File: src/rtl/serial_rx_status.sv
module serial_rx_status #(
  parameter int DEPTH = 16,
  parameter int OSR   = 16
) (
  input  logic       clk,
  input  logic       rst_n,
  input  logic       rx_i,
  input  logic       tick_i,
  input  logic [1:0] len_i,
  input  logic       par_en_i,
  input  logic       par_even_i,
  input  logic       fifo_en_i,
  input  logic       rd_data_i,
  input  logic       rd_stat_i,
  input  logic       tx_ready_i,
  input  logic       tx_empty_i,
  output logic [7:0] rdata_o,
  output logic [7:0] status_o
);
  localparam int AW  = (DEPTH > 1) ? $clog2(DEPTH) : 1;
  localparam int CW  = $clog2(DEPTH + 1);
  localparam int TW  = $clog2(OSR);
  localparam int MID = OSR / 2 - 1;

  typedef enum logic [2:0] {S_IDLE, S_START, S_DATA, S_PAR, S_STOP, S_SYNC, S_HOLD} st_t;

  st_t             st;
  logic [TW-1:0]   tcnt;
  logic [2:0]      bcnt;
  logic [7:0]      sh;
  logic            pbit;
  logic [10:0]     mem [DEPTH];
  logic [AW-1:0]   wp, rp;
  logic [CW-1:0]   cnt, tag_cnt;
  logic            oe_q, pe_q, fe_q, bi_q, err_q, txr_q, txe_q, hrep;

  wire       bit_end  = tick_i && tcnt == TW'(OSR - 1);
  wire [7:0] dat      = sh >> (2'd3 - len_i);
  wire       perr     = par_en_i && (^dat ^ pbit ^ ~par_even_i);
  wire       brk      = dat == 8'd0 && !(par_en_i && pbit) && !rx_i;
  wire       done     = st == S_STOP && bit_end;
  wire       in_tag   = perr || !rx_i || brk;
  wire       full     = cnt >= (fifo_en_i ? CW'(DEPTH) : CW'(1));
  wire       push     = done && !full;
  wire       pop      = rd_data_i && cnt != '0;
  wire [10:0] head    = mem[rp];
  wire       h_tag    = |head[10:8];
  wire       report   = cnt != '0 && !hrep;

  always_ff @(posedge clk or negedge rst_n) begin
    if (!rst_n) begin
      st <= S_IDLE; tcnt <= '0; bcnt <= '0; sh <= '0; pbit <= 1'b0;
    end else if (tick_i) begin
      tcnt <= tcnt + 1'b1;
      case (st)
        S_IDLE:  if (!rx_i) begin st <= S_START; tcnt <= '0; end
        S_START: if (tcnt == TW'(MID)) begin
                   tcnt <= '0; bcnt <= '0;
                   st <= rx_i ? S_IDLE : S_DATA;
                 end
        S_DATA:  if (bit_end) begin
                   sh <= {rx_i, sh[7:1]};
                   bcnt <= bcnt + 1'b1;
                   if (bcnt == {1'b1, len_i}) st <= par_en_i ? S_PAR : S_STOP;
                 end
        S_PAR:   if (bit_end) begin pbit <= rx_i; st <= S_STOP; end
        S_STOP:  if (bit_end) st <= rx_i ? S_IDLE : (brk ? S_HOLD : S_SYNC);
        S_SYNC:  if (bit_end) begin bcnt <= '0; st <= rx_i ? S_IDLE : S_DATA; end
        S_HOLD:  if (rx_i) st <= S_IDLE;
        default: st <= S_IDLE;
      endcase
    end
  end

  always_ff @(posedge clk) if (push) mem[wp] <= {brk, !rx_i, perr, dat};

  always_ff @(posedge clk or negedge rst_n) begin
    if (!rst_n) begin
      wp <= '0; rp <= '0; cnt <= '0; tag_cnt <= '0;
      oe_q <= 1'b0; pe_q <= 1'b0; fe_q <= 1'b0; bi_q <= 1'b0; err_q <= 1'b0;
      txr_q <= 1'b1; txe_q <= 1'b1; hrep <= 1'b0;
    end else begin
      if (push) wp <= (wp == AW'(DEPTH - 1)) ? '0 : wp + 1'b1;
      if (pop)  rp <= (rp == AW'(DEPTH - 1)) ? '0 : rp + 1'b1;
      cnt     <= cnt + CW'(push) - CW'(pop);
      tag_cnt <= tag_cnt + CW'(push && in_tag) - CW'(pop && h_tag);
      oe_q  <= (oe_q && !rd_stat_i) || (done && full);
      pe_q  <= (pe_q && !rd_stat_i) || (report && head[8]);
      fe_q  <= (fe_q && !rd_stat_i) || (report && head[9]);
      bi_q  <= (bi_q && !rd_stat_i) || (report && head[10]);
      err_q <= (err_q && !(rd_stat_i && tag_cnt == '0)) || (push && in_tag);
      hrep  <= pop ? 1'b0 : cnt != '0;
      txr_q <= tx_ready_i;
      txe_q <= tx_empty_i;
    end
  end

  assign rdata_o  = (cnt != '0) ? head[7:0] : 8'd0;
  assign status_o = {err_q, txe_q, txr_q, bi_q, fe_q, pe_q, oe_q, cnt != '0};
endmodule

File: config.mk
export PLATFORM = sky130hd
export DESIGN_NAME = serial_rx_status
export DESIGN_NICKNAME = d
export VERILOG_FILES = /design/src/rtl/serial_rx_status.sv
export SDC_FILE = /design/constraint.sdc
export NUM_CORES = 1
export LEC_CHECK = 0
export BUFFER_PORTS_ARGS = -buffer_cell sky130_fd_sc_hd__buf_4
export CAP_MARGIN = 25
export CELL_PAD_IN_SITES_DETAIL_PLACEMENT = 1
export CELL_PAD_IN_SITES_GLOBAL_PLACEMENT = 1
export CORE_MARGIN = 2
export CORE_UTILIZATION = 50
export DETAILED_ROUTE_END_ITERATION = 7
export PLACE_DENSITY = 0.86
export SYNTH_ARGS = -nofsm -noshare
export SYNTH_HDL_FRONTEND = slang
export SYNTH_SLANG_ARGS = --single-unit
File: constraint.sdc
create_clock -name clk -period 4.05 [get_ports clk]
set_clock_uncertainty 0.1 [all_clocks]
set_input_delay 0.405 -clock clk [delete_from_list [all_inputs] [get_ports clk]]
set_output_delay 0.405 -clock clk [all_outputs]
set_load 0.02 [all_outputs]
==> out/metrics.sh, run 1 <==
WORSTHOLDPATHTYPE='in -> reg'
CTS_BUFFER_DEPTH=3
WORST_IR_DROP_VDD_mV=0.367
GRT_OVERFLOW=0
VIAS_IN_THE_FIRST_GLOBAL_ROUTE=5876
INITIAL_ANTENNA_VIOLATION_COUNT=0
CTS_RESIZED=0
REQUIRED_NS=4.34
TIMING_MAX_TRANSITION_VIOLATIONS_FINAL=0
ROUTE.DETAILED.WL_PER_INST_UM=24.8
CP_NUM_BUF_INV=3
SYNTH_FF_TYPE='sky130_fd_sc_hd__edfxtp_1'
P_INT_W=0.00518
CLOCK_TREE.HTREE_LEVEL_COUNT=1
CRITICALPATHCATEGORY='reg -> reg'
PATH_CLK_SLEW_NS=0.06
AVGSYNTHCELLAREA_UM2=16.6
DETAIL_ROUTE.DRC_VIOLATIONS=0
COMBPWRFRAC_PCT=28.9
REGTOREGSTARTPOINT='sh[4]'
CHAIN_OF_CELLS_FORMING_THE_CRITICAL_PATH='mux2_2 -> o21ai_0 -> ha_1 -> xor2_1 -> xnor3_1 -> nand2_1 -> nand2_1 -> nand2_1 -> ha_1 -> inv_1 -> ha_1 -> inv_1 -> fa_1 -> inv_1 -> a21oi_1 -> nor2_1 -> nor2_1 -> xnor2_1'
TIMING.MAX_CAP.VIOLATIONS=0
FLOORPLAN.CORE_AREA_MM2=0.0188
HEIGHT_OF_THE_CHIP_UM=143
AREA_GROWTH_PCT=15.1
ROW_COUNT=50
PERIOD_MINUS_SLACK_NS=3.73
WORST_SLEW_PIN_SLEW_NS=0.883
SETUP.REG_TO_REG.WORST_SLACK_NS=0.32
CTS.SINK_COUNT=221
DRT_ITER0_MARKERS=370
HOLD_SLACK_NS=0.0541
SETUP_VIOL=0
SYNTH.LIB_CELLS_USED.DISTINCT=53
CP_NUM_CELLS=18
FIN_TOTAL_PWR_W=0.00745
YOSYSWARNINGCOUNT=0
POSTCTSSETUPREPAIRBUFS=0
WORST_PATH_LARGEST_CELL_DELAY_NS=0.42
START_KIND='register'
GRT_SETUP_UNREPAIRED='false'
REG2REG_DEPTH=18
MIN_PERIOD_OVER_PERIOD_PCT=92.0
CRIT_PATH_END_KIND='register'
R2R_END='tag_cnt[4]'
CP.ARRIVAL_NS=4.01
SYNTHCELLS=580
PORT_BUFS=28
PIN_COUNT_OF_THE_BIGGEST_NET_ENTERING_GLOBAL_ROUTING=46
DR_TOTAL_VIAS=5209
SYNTH.NET_COUNT=622
SEQUENTIAL_AREA_SHARE_AFTER_SYNTHESIS_PCT=66.5
SLEW_HEADROOM_PCT=41.1
POSTSYNTHREGISTERBITS=221
ANTENNA_LEFT=0
FINAL_LAYOUT_SIZE_SUFFIX_GT1_SHARE_PCT=26.6
WORSTSKEWPAIRLATENCY_NS=0.51
SYNTH_ENABLE_FLOP_CELLS=176
MULTI_INPUT_COMB_AREA_MM2=0.00287
LEAKAGE_nW=4.19
POWER.DENSITY_CELL_AREA_mW_PER_MM2=671
MOST_FREQUENT_CELLS_IN_THE_LAYOUT='sky130_fd_sc_hd__edfxtp_1, sky130_fd_sc_hd__buf_4, sky130_fd_sc_hd__mux4_2'
FINAL_CORE_UTILIZATION_PCT=58.9
MAXCLOCKFREQUENCY_GHz=0.268
DOMINANT_DELAY_CONTRIBUTOR_BY_CELL_FAMILY_ON_THE_CRITICAL_PATH='adder cells'
SEQUENTIAL_CELL_AREA_MM2=0.00642
FLOORPLAN.DIE_AREA_MM2=0.0204
POSTCTSHOLDBUFS=4
FIN_NETS=675
CRIT_PATH_START='sh[4]'
GRT.TOTAL_USAGE_PCT=22.9
WIRELENGTH_UM=22600
P_SWITCHING_W=0.00226
TIMING.CRITICAL_PATH.TO='tag_cnt[4]'
GPL.FINAL_WEIGHTED_CONGESTION=0.770
SWITCHING_POWER_SHARE_OF_THE_TOTAL_PCT=30.4
NUMBER_OF_I_O_PINS=29
CHIPWIDTH_UM=143
GRT_FIRST_PASS_WIRELENGTH_UM=34200
SETUP_TOTAL_NEGATIVE_SLACK_NS=0
STATUS='finished clean'
CLOCK_POWER_SHARE_PCT=31.3
FINALHOLDVIOLATIONS=0
CLK_ROOT_BUFFER_CELL='sky130_fd_sc_hd__clkbuf_16'
SYNTH_ASYNC_SR_FLOP_SHARE_PCT=20.4
ITERATION_COUNT_OF_THE_INITIAL_DETAILED_ROUTING_PASS=4
CRITPATHMAXFANOUT=4
SEQ_POWER_SHARE_PCT=39.8
FLOORPLAN.INITIALDENSITY_PCT=51.2
SYNTHESIS.AREA_MM2=0.00964
NFILLCELLS=1680
CLOCK_TREE_FROM_TRITONCTS='done'
CRIT_PATH_TOP_DELAY_CELL='sky130_fd_sc_hd__xnor3_1'
TRITONCTS.NUM_BUFFERS=24
LAYOUT.CELLS.MOST_COMMON='sky130_fd_sc_hd__edfxtp_1'
VIAS_PER_CELL=5.72
POST-DP-HPWL_UM=14600
N_ANTENNA_CELL=0
[cells by family after synthesis]
| logic type | count (synthesis) | synth area share, % |
|---|---|---|
| AOI/OAI and AO/OA | 51 | 3.53 |
| muxes | 81 | 15.2 |
| DFF | 221 | 66.5 |
| buffers and inverters | 79 | 3.85 |
| and+or+nand+nor | 101 | 5.17 |
| adders and majority gates | 29 | 3.92 |
| xor gates and xnor gates | 18 | 1.78 |
[layer usage]
metal  track usage (%)  vias to the layer above  share of wire, %
li1                  -                     2295                 -
met1              28.7                     2693                39
met2              40.7                      165                52
met3              3.49                       56               4.8
met4              8.55                        0               3.5
met5                 0                        -                 0
[how the worst min path moves through the flow]
stage | slack (ns) | endpoint | startpoint | depth (start not counted)
after floorplan | 0.009 | bcnt[0] | rst_n | 0
after global placement | 0.35 | cnt[2] | rst_n | 1
after detailed placement | 0.36 | tcnt[1] | rst_n | 1
after CTS | 0.04 | fe_q | rd_stat_i | 2
after global routing | 0.05 | pe_q | rd_stat_i | 2
final | 0.05 | pe_q | rd_stat_i | 2
[power groups by stage]
stage          combinational (W)  sequential (W)  clock, W
6_report                 0.00215         0.00297   0.00233
5_1_grt                  0.00233         0.00300   0.00244
4_1_cts                  0.00219         0.00296   0.00237
3_5_place_dp             0.00214         0.00301         0
3_3_place_gp             0.00198         0.00298         0
2_1_floorplan            0.00175         0.00278         0
[state kept, by name, indices dropped and copies added (netlist names), 4 cells and up]
name,count
mem,176
sh,8
cnt,5
tag_cnt,5
rp,4
tcnt,4
wp,4
[cell usage after synthesis, drive strengths merged (2+ instances only)]
library cell  count  area share, %
edfxtp          176             55
mux4             51             12
inv              46            1.8
dfrtp            43             11
nor2             28            1.1
ha               27            3.5
nand2            27            1.1
buf              25            1.8
o21ai            17           0.88
mux2             16            1.9
mux2i            14            1.5
and2             11           0.71
nand3            10           0.52
xnor2            10           0.91
a21oi             8           0.42
clkbuf            8           0.31
nor3              8           0.52
xor2              7           0.64
nand4             4           0.26
a31oi             3           0.19
nand2b            3           0.19
o22ai             3           0.19
a21o              2           0.16
a221oi            2           0.18
a22o              2           0.18
dfstp             2           0.55
fa                2           0.42
nor2b             2           0.13
o21a              2           0.16
o31ai             2           0.16
o32ai             2           0.18
o41ai             2           0.18
or4               2           0.19
[per-stage QoR]
step	cell area, um^2	cells	setup WS (ns)
after floorplan	9640	580	0.455
after global placement	10200	863	0.294
after detailed placement	10200	863	0.0847
after CTS	11100	911	0.300
after global routing	11100	911	0.0952
final	11100	911	0.324
[area by class of cell]
cell class              instances  share of cell area, %
inverters                      46                   1.56
well taps                     260                   2.93
repair buffers                 60                   4.15
multi-input cells             280                   25.8
clock buffers                  35                   6.34
flip-flops and latches        221                   57.8
clock inverters                 9                   1.39
Note: power is estimated with default switching activity, not from simulation.
==> run 2, diff against run 1 <==
CORE_ASPECT_RATIO = 0.6   (was default)
==> run 2 against run 1 <==
Worst setup slack lost 0.057 ns. First-iteration DRC count is 12% higher. Core utilization is 1.6 points lower. Clock power shrank 18%. Sequential power hardly changed.
==> out/metrics.sh, run 2 (synthesized netlist as in run 1, its figures left out) <==
CRITPATHMAXFANOUT=24
MAX_FLOP_REGISTER='mem'
CTS.SINK_COUNT=221
SEQ_POWER_SHARE_PCT=41.8
TOP_REGS='mem: 176 flops, sh: 8 flops'
GRT_SETUP_UNREPAIRED='false'
P_SWITCHING_W=0.00230
GRT_OVERFLOW=0
CLK_ROOT_BUFFER_CELL='sky130_fd_sc_hd__clkbuf_16'
TRITONCTS.NUM_BUFFERS=21
DRT_ITER0_MARKERS=413
START_KIND='register'
NUMBER_OF_I_O_PINS=29
N_ANTENNA_CELL=0
POSTCTSSETUPREPAIRBUFS=0
PERIOD_MINUS_SLACK_NS=3.78
WORSTSKEWPAIRLATENCY_NS=0.51
CLOCK_POWER_SHARE_PCT=26.8
PATH_COMMON_CELL='sky130_fd_sc_hd__inv_1'
FLOORPLAN.INITIALDENSITY_PCT=50.8
FLOORPLAN.CORE_AREA_MM2=0.0190
VIAS_PER_CELL=5.85
P_INT_W=0.00478
CLOCK_TREE_FROM_TRITONCTS='done'
ITERATION_COUNT_OF_THE_INITIAL_DETAILED_ROUTING_PASS=4
POST-DP-HPWL_UM=14900
MIN-DELAY-START='rd_stat_i'
SETUP_VIOL=0
REG2REG_DEPTH=15
TIMING.MAX_CAP.VIOLATIONS=0
WORST_PATH_LARGEST_CELL_DELAY_NS=0.67
FIN_TOTAL_PWR_W=0.00708
CP.ARRIVAL_NS=4.06
MIN_PERIOD_OVER_PERIOD_PCT=93.4
R2R_END='tag_cnt[4]'
COMBPWRFRAC_PCT=31.3
PIN_COUNT_OF_THE_BIGGEST_NET_ENTERING_GLOBAL_ROUTING=46
FINAL_LAYOUT_SIZE_SUFFIX_GT1_SHARE_PCT=25.9
CRIT_PATH_END_KIND='register'
VIAS_IN_THE_FIRST_GLOBAL_ROUTE=5746
CP_NUM_BUF_INV=3
POWER.DENSITY_CELL_AREA_mW_PER_MM2=650
FINALHOLDVIOLATIONS=0
WORST_SLEW_PIN_SLEW_NS=0.688
SETUP.REG_TO_REG.WORST_SLACK_NS=0.27
LARGEST_REG_FLOPS=176
WHS_PATH_DEPTH=2
LEAKAGE_nW=4.08
REGTOREGSTARTPOINT='rp[0]'
WORSTHOLDENDPOINT='bi_q'
GRT.TOTAL_USAGE_PCT=22.5
ROW_COUNT=39
AREA_GROWTH_PCT=12.9
CHIPWIDTH_UM=183
PATH_CLK_SLEW_NS=0.07
FLOORPLAN.DIE_AREA_MM2=0.0204
MAXCLOCKFREQUENCY_GHz=0.264
DETAIL_ROUTE.DRC_VIOLATIONS=0
CRITICALPATHCATEGORY='reg -> reg'
CP_NUM_CELLS=15
SWITCHING_POWER_SHARE_OF_THE_TOTAL_PCT=32.5
HOLD_SLACK_NS=0.0585
INITIAL_ANTENNA_VIOLATION_COUNT=0
ANTENNA_LEFT=0
PORT_BUFS=28
GRT_FIRST_PASS_WIRELENGTH_UM=34000
CTS_BUFFER_DEPTH=3
CLOCK_TREE.HTREE_LEVEL_COUNT=1
GPL.FINAL_WEIGHTED_CONGESTION=0.823
STATUS='finished clean'
FIN_NETS=672
WORST_IR_DROP_VDD_mV=0.269
ROUTE.DETAILED.WL_PER_INST_UM=24.7
TIMING_MAX_TRANSITION_VIOLATIONS_FINAL=0
CRIT_PATH_TOP_DELAY_CELL='sky130_fd_sc_hd__dfrtp_4'
LAYOUT.CELLS.MOST_COMMON='sky130_fd_sc_hd__edfxtp_1'
HEIGHT_OF_THE_CHIP_UM=112
REQUIRED_NS=4.33
DOMINANT_DELAY_CONTRIBUTOR_BY_CELL_FAMILY_ON_THE_CRITICAL_PATH='compound AO/OA/AOI/OAI gates'
WIRELENGTH_UM=22000
WORSTHOLDPATHTYPE='in -> reg'
SLEW_HEADROOM_PCT=53.9
MOST_FREQUENT_CELLS_IN_THE_LAYOUT='sky130_fd_sc_hd__edfxtp_1, sky130_fd_sc_hd__buf_4, sky130_fd_sc_hd__mux4_2'
DR_TOTAL_VIAS=5211
CHAIN_OF_CELLS_FORMING_THE_CRITICAL_PATH='nor2b_1 -> a221oi_1 -> a21oi_1 -> o21a_1 -> a21boi_0 -> ha_1 -> inv_1 -> ha_1 -> inv_1 -> fa_1 -> inv_1 -> a21oi_1 -> nor2_1 -> nor2_1 -> xnor2_1'
## run 2: cell count changes in the layout (fill, tap and decap cells not counted), sizes merged
cell      before  now
clkinv         3    8
clkinvlp       1    2
clkbuf        35   25
bufinv         4    1
inv           47   48
## run 2: layout make-up
type                       count  area (um^2)
tap                          246          308
timing repair buffer          60          473
inverter                      46          173
clock inverter                13          104
fill                        1703         8100
multi-input combinational    280         2860
sequential                   221         6420
clock buffer                  25          551
## run 2: power by group through the flow
| stage | clock, W | sequential [W] | combinational (W) |
|---|---|---|---|
| detailed placement | 0 | 0.00300 | 0.00222 |
| floorplan | 0 | 0.00278 | 0.00175 |
| global route | 0.00201 | 0.00300 | 0.00241 |
| CTS | 0.00193 | 0.00296 | 0.00223 |
| global placement | 0 | 0.00296 | 0.00207 |
| finish | 0.00190 | 0.00296 | 0.00222 |
## run 2: worst max-delay path by stage
| stage | startpoint | end | slack (ns) |
|---|---|---|---|
| floorplan | len_i[0] | tag_cnt[4] | 0.46 |
| global placement | len_i[0] | tag_cnt[4] | 0.31 |
| detailed placement | len_i[0] | tag_cnt[4] | -0.01 |
| CTS | rp[2] | tag_cnt[4] | 0.12 |
| global route | sh[4] | tag_cnt[4] | 0.03 |
| finish | rp[0] | tag_cnt[4] | 0.27 |
## run 2: repair_timing
action / 4_1_cts / 5_1_grt
endpoints found under the hold margin: 46 / 0
hold buffers: 4 / 0
setup endpoints to repair: 0 / 1
gates resized for setup: 0 / 2
## run 2: metrics by stage
stage / cells / setup TNS, ns / setup slack, ns / utilization, % / area (um^2)
after floorplan: 580 / 0 / 0.455 / - / 9640
after global placement: 849 / 0 / 0.310 / 53.7 / 10200
after detailed placement: 849 / -0.0147 / -0.0147 / 53.7 / 10200
after CTS: 891 / 0 / 0.120 / 57.3 / 10900
after global routing: 891 / 0 / 0.0337 / 57.3 / 10900
final: 891 / 0 / 0.267 / 57.3 / 10900
## run 2: per-layer routing
| layer | GRT usage, % | vias to the layer above | wire length [um] |
|---|---|---|---|
| li1 | - | 2294 | - |
| met1 | 31.8 | 2744 | 9620 |
| met2 | 36.3 | 140 | 10500 |
| met3 | 5.00 | 33 | 1490 |
| met4 | 5.01 | 0 | 393 |
| met5 | 0 | - | 0 |
==> run 3, diff against run 2 <==
BUFFER_PORTS_ARGS = -buffer_cell sky130_fd_sc_hd__buf_2   (was -buffer_cell sky130_fd_sc_hd__buf_4)
REMOVE_ABC_BUFFERS = 1   (was default)
==> run 3 against run 2 <==
Sequential power about the same. Worst setup slack better by 0.037 ns. Design area up 0.10%. Clock-buffer cell count up 5. Worst hold slack better by 0.053 ns. Total power up 0.55%. Combinational power down 3%. Largest cell class unchanged. Register-to-register slack better by 0.05 ns. Highest routed layer unchanged.
==> out/metrics.sh, run 3 (synthesized netlist as in run 1, its figures left out) <==
PORT_BUFS=28
PLACED_CELLS=853
GRT_OVERFLOW=0
NFILLCELLS=1727
MAXCLOCKFREQUENCY_GHz=0.267
FIN_TOTAL_PWR_W=0.00712
CLOCK_TREE.HTREE_LEVEL_COUNT=1
WORSTHOLDPATHTYPE='in -> reg'
ROW_COUNT=39
CLOCK_TREE_FROM_TRITONCTS='done'
GRT_SETUP_UNREPAIRED='false'
POWER.DENSITY_CELL_AREA_mW_PER_MM2=653
VIAS_PER_CELL=6.03
HOLD_SLACK_NS=0.111
FINALHOLDVIOLATIONS=0
LARGEST_REG_FLOPS=176
INITIAL_ANTENNA_VIOLATION_COUNT=1
PIN_COUNT_OF_THE_BIGGEST_NET_ENTERING_GLOBAL_ROUTING=46
CHIPWIDTH_UM=183
TIMING_MAX_TRANSITION_VIOLATIONS_FINAL=0
DRT_ITER0_MARKERS=495
CRITICALPATHCATEGORY='reg -> out'
CLK_ROOT_BUFFER_CELL='sky130_fd_sc_hd__clkbuf_16'
MOST_FREQUENT_CELLS_IN_THE_LAYOUT='sky130_fd_sc_hd__edfxtp_1, sky130_fd_sc_hd__mux4_2, sky130_fd_sc_hd__inv_1'
SLEW_HEADROOM_PCT=51.4
WORSTSKEWPAIRLATENCY_NS=0.50
AREA_GROWTH_PCT=13.0
CTS_BUFFER_DEPTH=3
TOP_REGS='mem: 176 flops, sh: 8 flops'
VIAS_IN_THE_FIRST_GLOBAL_ROUTE=5776
CRITPATHMAXFANOUT=23
LEAKAGE_nW=4.11
MAX_FLOP_REGISTER='mem'
DR_TOTAL_VIAS=5391
NUMBER_OF_I_O_PINS=29
FINAL_LAYOUT_SIZE_SUFFIX_GT1_SHARE_PCT=25.9
PATH_CLK_SLEW_NS=0.07
WORST_SLEW_PIN_SLEW_NS=0.727
CP.ARRIVAL_NS=3.24
SETUP_TOTAL_NEGATIVE_SLACK_NS=0
FLOORPLAN.INITIALDENSITY_PCT=50.8
POSTCTSSETUPREPAIRBUFS=0
ROUTE.DETAILED.WL_PER_INST_UM=25.6
CRIT_PATH_END_KIND='primary output'
REQUIRED_NS=3.54
MIN_PERIOD_OVER_PERIOD_PCT=92.5
POST-DP-HPWL_UM=15400
LAYOUT.CELLS.MOST_COMMON='sky130_fd_sc_hd__edfxtp_1'
FINAL_CORE_UTILIZATION_PCT=57.4
FLOORPLAN.CORE_AREA_MM2=0.0190
PERIOD_MINUS_SLACK_NS=3.75
WORST_IR_DROP_VDD_mV=0.357
HEIGHT_OF_THE_CHIP_UM=112
GRT.TOTAL_USAGE_PCT=23.6
N_ANTENNA_CELL=0
GRT_FIRST_PASS_WIRELENGTH_UM=35700
FLOORPLAN.DIE_AREA_MM2=0.0204
CTS.SINK_COUNT=221
TIMING.MAX_CAP.VIOLATIONS=0
ANTENNA_LEFT=0
WIRELENGTH_UM=22900
GPL.FINAL_WEIGHTED_CONGESTION=0.815
FIN_CELLS=894
FIN_NETS=676
DETAIL_ROUTE.DRC_VIOLATIONS=0
START_KIND='register'
STATUS='finished clean'
SETUP_VIOL=0
TRITONCTS.NUM_BUFFERS=21
ITERATION_COUNT_OF_THE_INITIAL_DETAILED_ROUTING_PASS=5
## run 3: cell count changes in the layout (fill, tap and decap cells not counted), sizes merged
cell / change
clkbuf: +5
clkinv: -5
buf: +4
bufinv: +2
inv: -2
clkinvlp: -1
## run 3: final timing paths
path / cells past startpoint / endpoint / from / slack [ns]
max reg2reg: 18 / tag_cnt[4] / sh[5] / 0.32
max in group asynchronous: 3 / rp[0] / rst_n / 2.96
min in group asynchronous: 3 / bcnt[1] / rst_n / 0.43
min reg2reg: 1 / sh[0] / sh[0] / 0.42
min: 2 / fe_q / rd_stat_i / 0.11
max: 5 / rdata_o[1] / rp[0] / 0.30
## run 3: power breakdown
part | total (W) | switching, W | internal [W]
Combinational | 0.00216 | 0.00113 | 0.00103
Sequential | 0.00293 | 0.000290 | 0.00265
Clock | 0.00202 | 0.000815 | 0.00120
## run 3: critical path, stage by stage, from the launching register on
cell and delay (ns):
sky130_fd_sc_hd__dfrtp_2 0.80, sky130_fd_sc_hd__buf_4 0.47, sky130_fd_sc_hd__mux4_2 0.58, sky130_fd_sc_hd__mux4_2 0.49, sky130_fd_sc_hd__and2_1 0.20, sky130_fd_sc_hd__buf_2 0.17
## run 3: metrics by stage
stage / worst slack, ns / instance area [um^2]
4_1_cts: 0.252 / 10900
3_3_place_gp: 0.291 / 10200
2_1_floorplan: -0.299 / 9440
5_1_grt: 0.0637 / 10900
6_report: 0.303 / 10900
3_5_place_dp: 0.0922 / 10200
## run 3: final cells by class
cell class                      count  area, um^2  share of cell area (%)
Sequential cell                   221        6420                    58.9
Clock buffer                       30         589                    5.41
Timing Repair Buffer               64         433                    3.97
Tap cell                          246         308                    2.82
Inverter                           46         173                    1.58
Clock inverter                      7         110                    1.01
Multi-Input combinational cell    280        2870                    26.3
## run 3: routing by layer
| layer | track usage [%] | part of all wire (%) | up-vias |
|---|---|---|---|
| met3 | 4.71 | 6.9 | 37 |
| met1 | 34.2 | 44 | 2874 |
| li1 | - | - | 2305 |
| met5 | 0 | 0 | - |
| met2 | 37.8 | 48 | 175 |
| met4 | 4.80 | 1.8 | 0 |
## run 3: timing repair
| action | in CTS | in global routing |
|---|---|---|
| hold endpoints to repair | 46 | 0 |
| hold buffers | 4 | 0 |
| setup endpoints to repair | 0 | 0 |
| gates resized for setup | 0 | 0 |
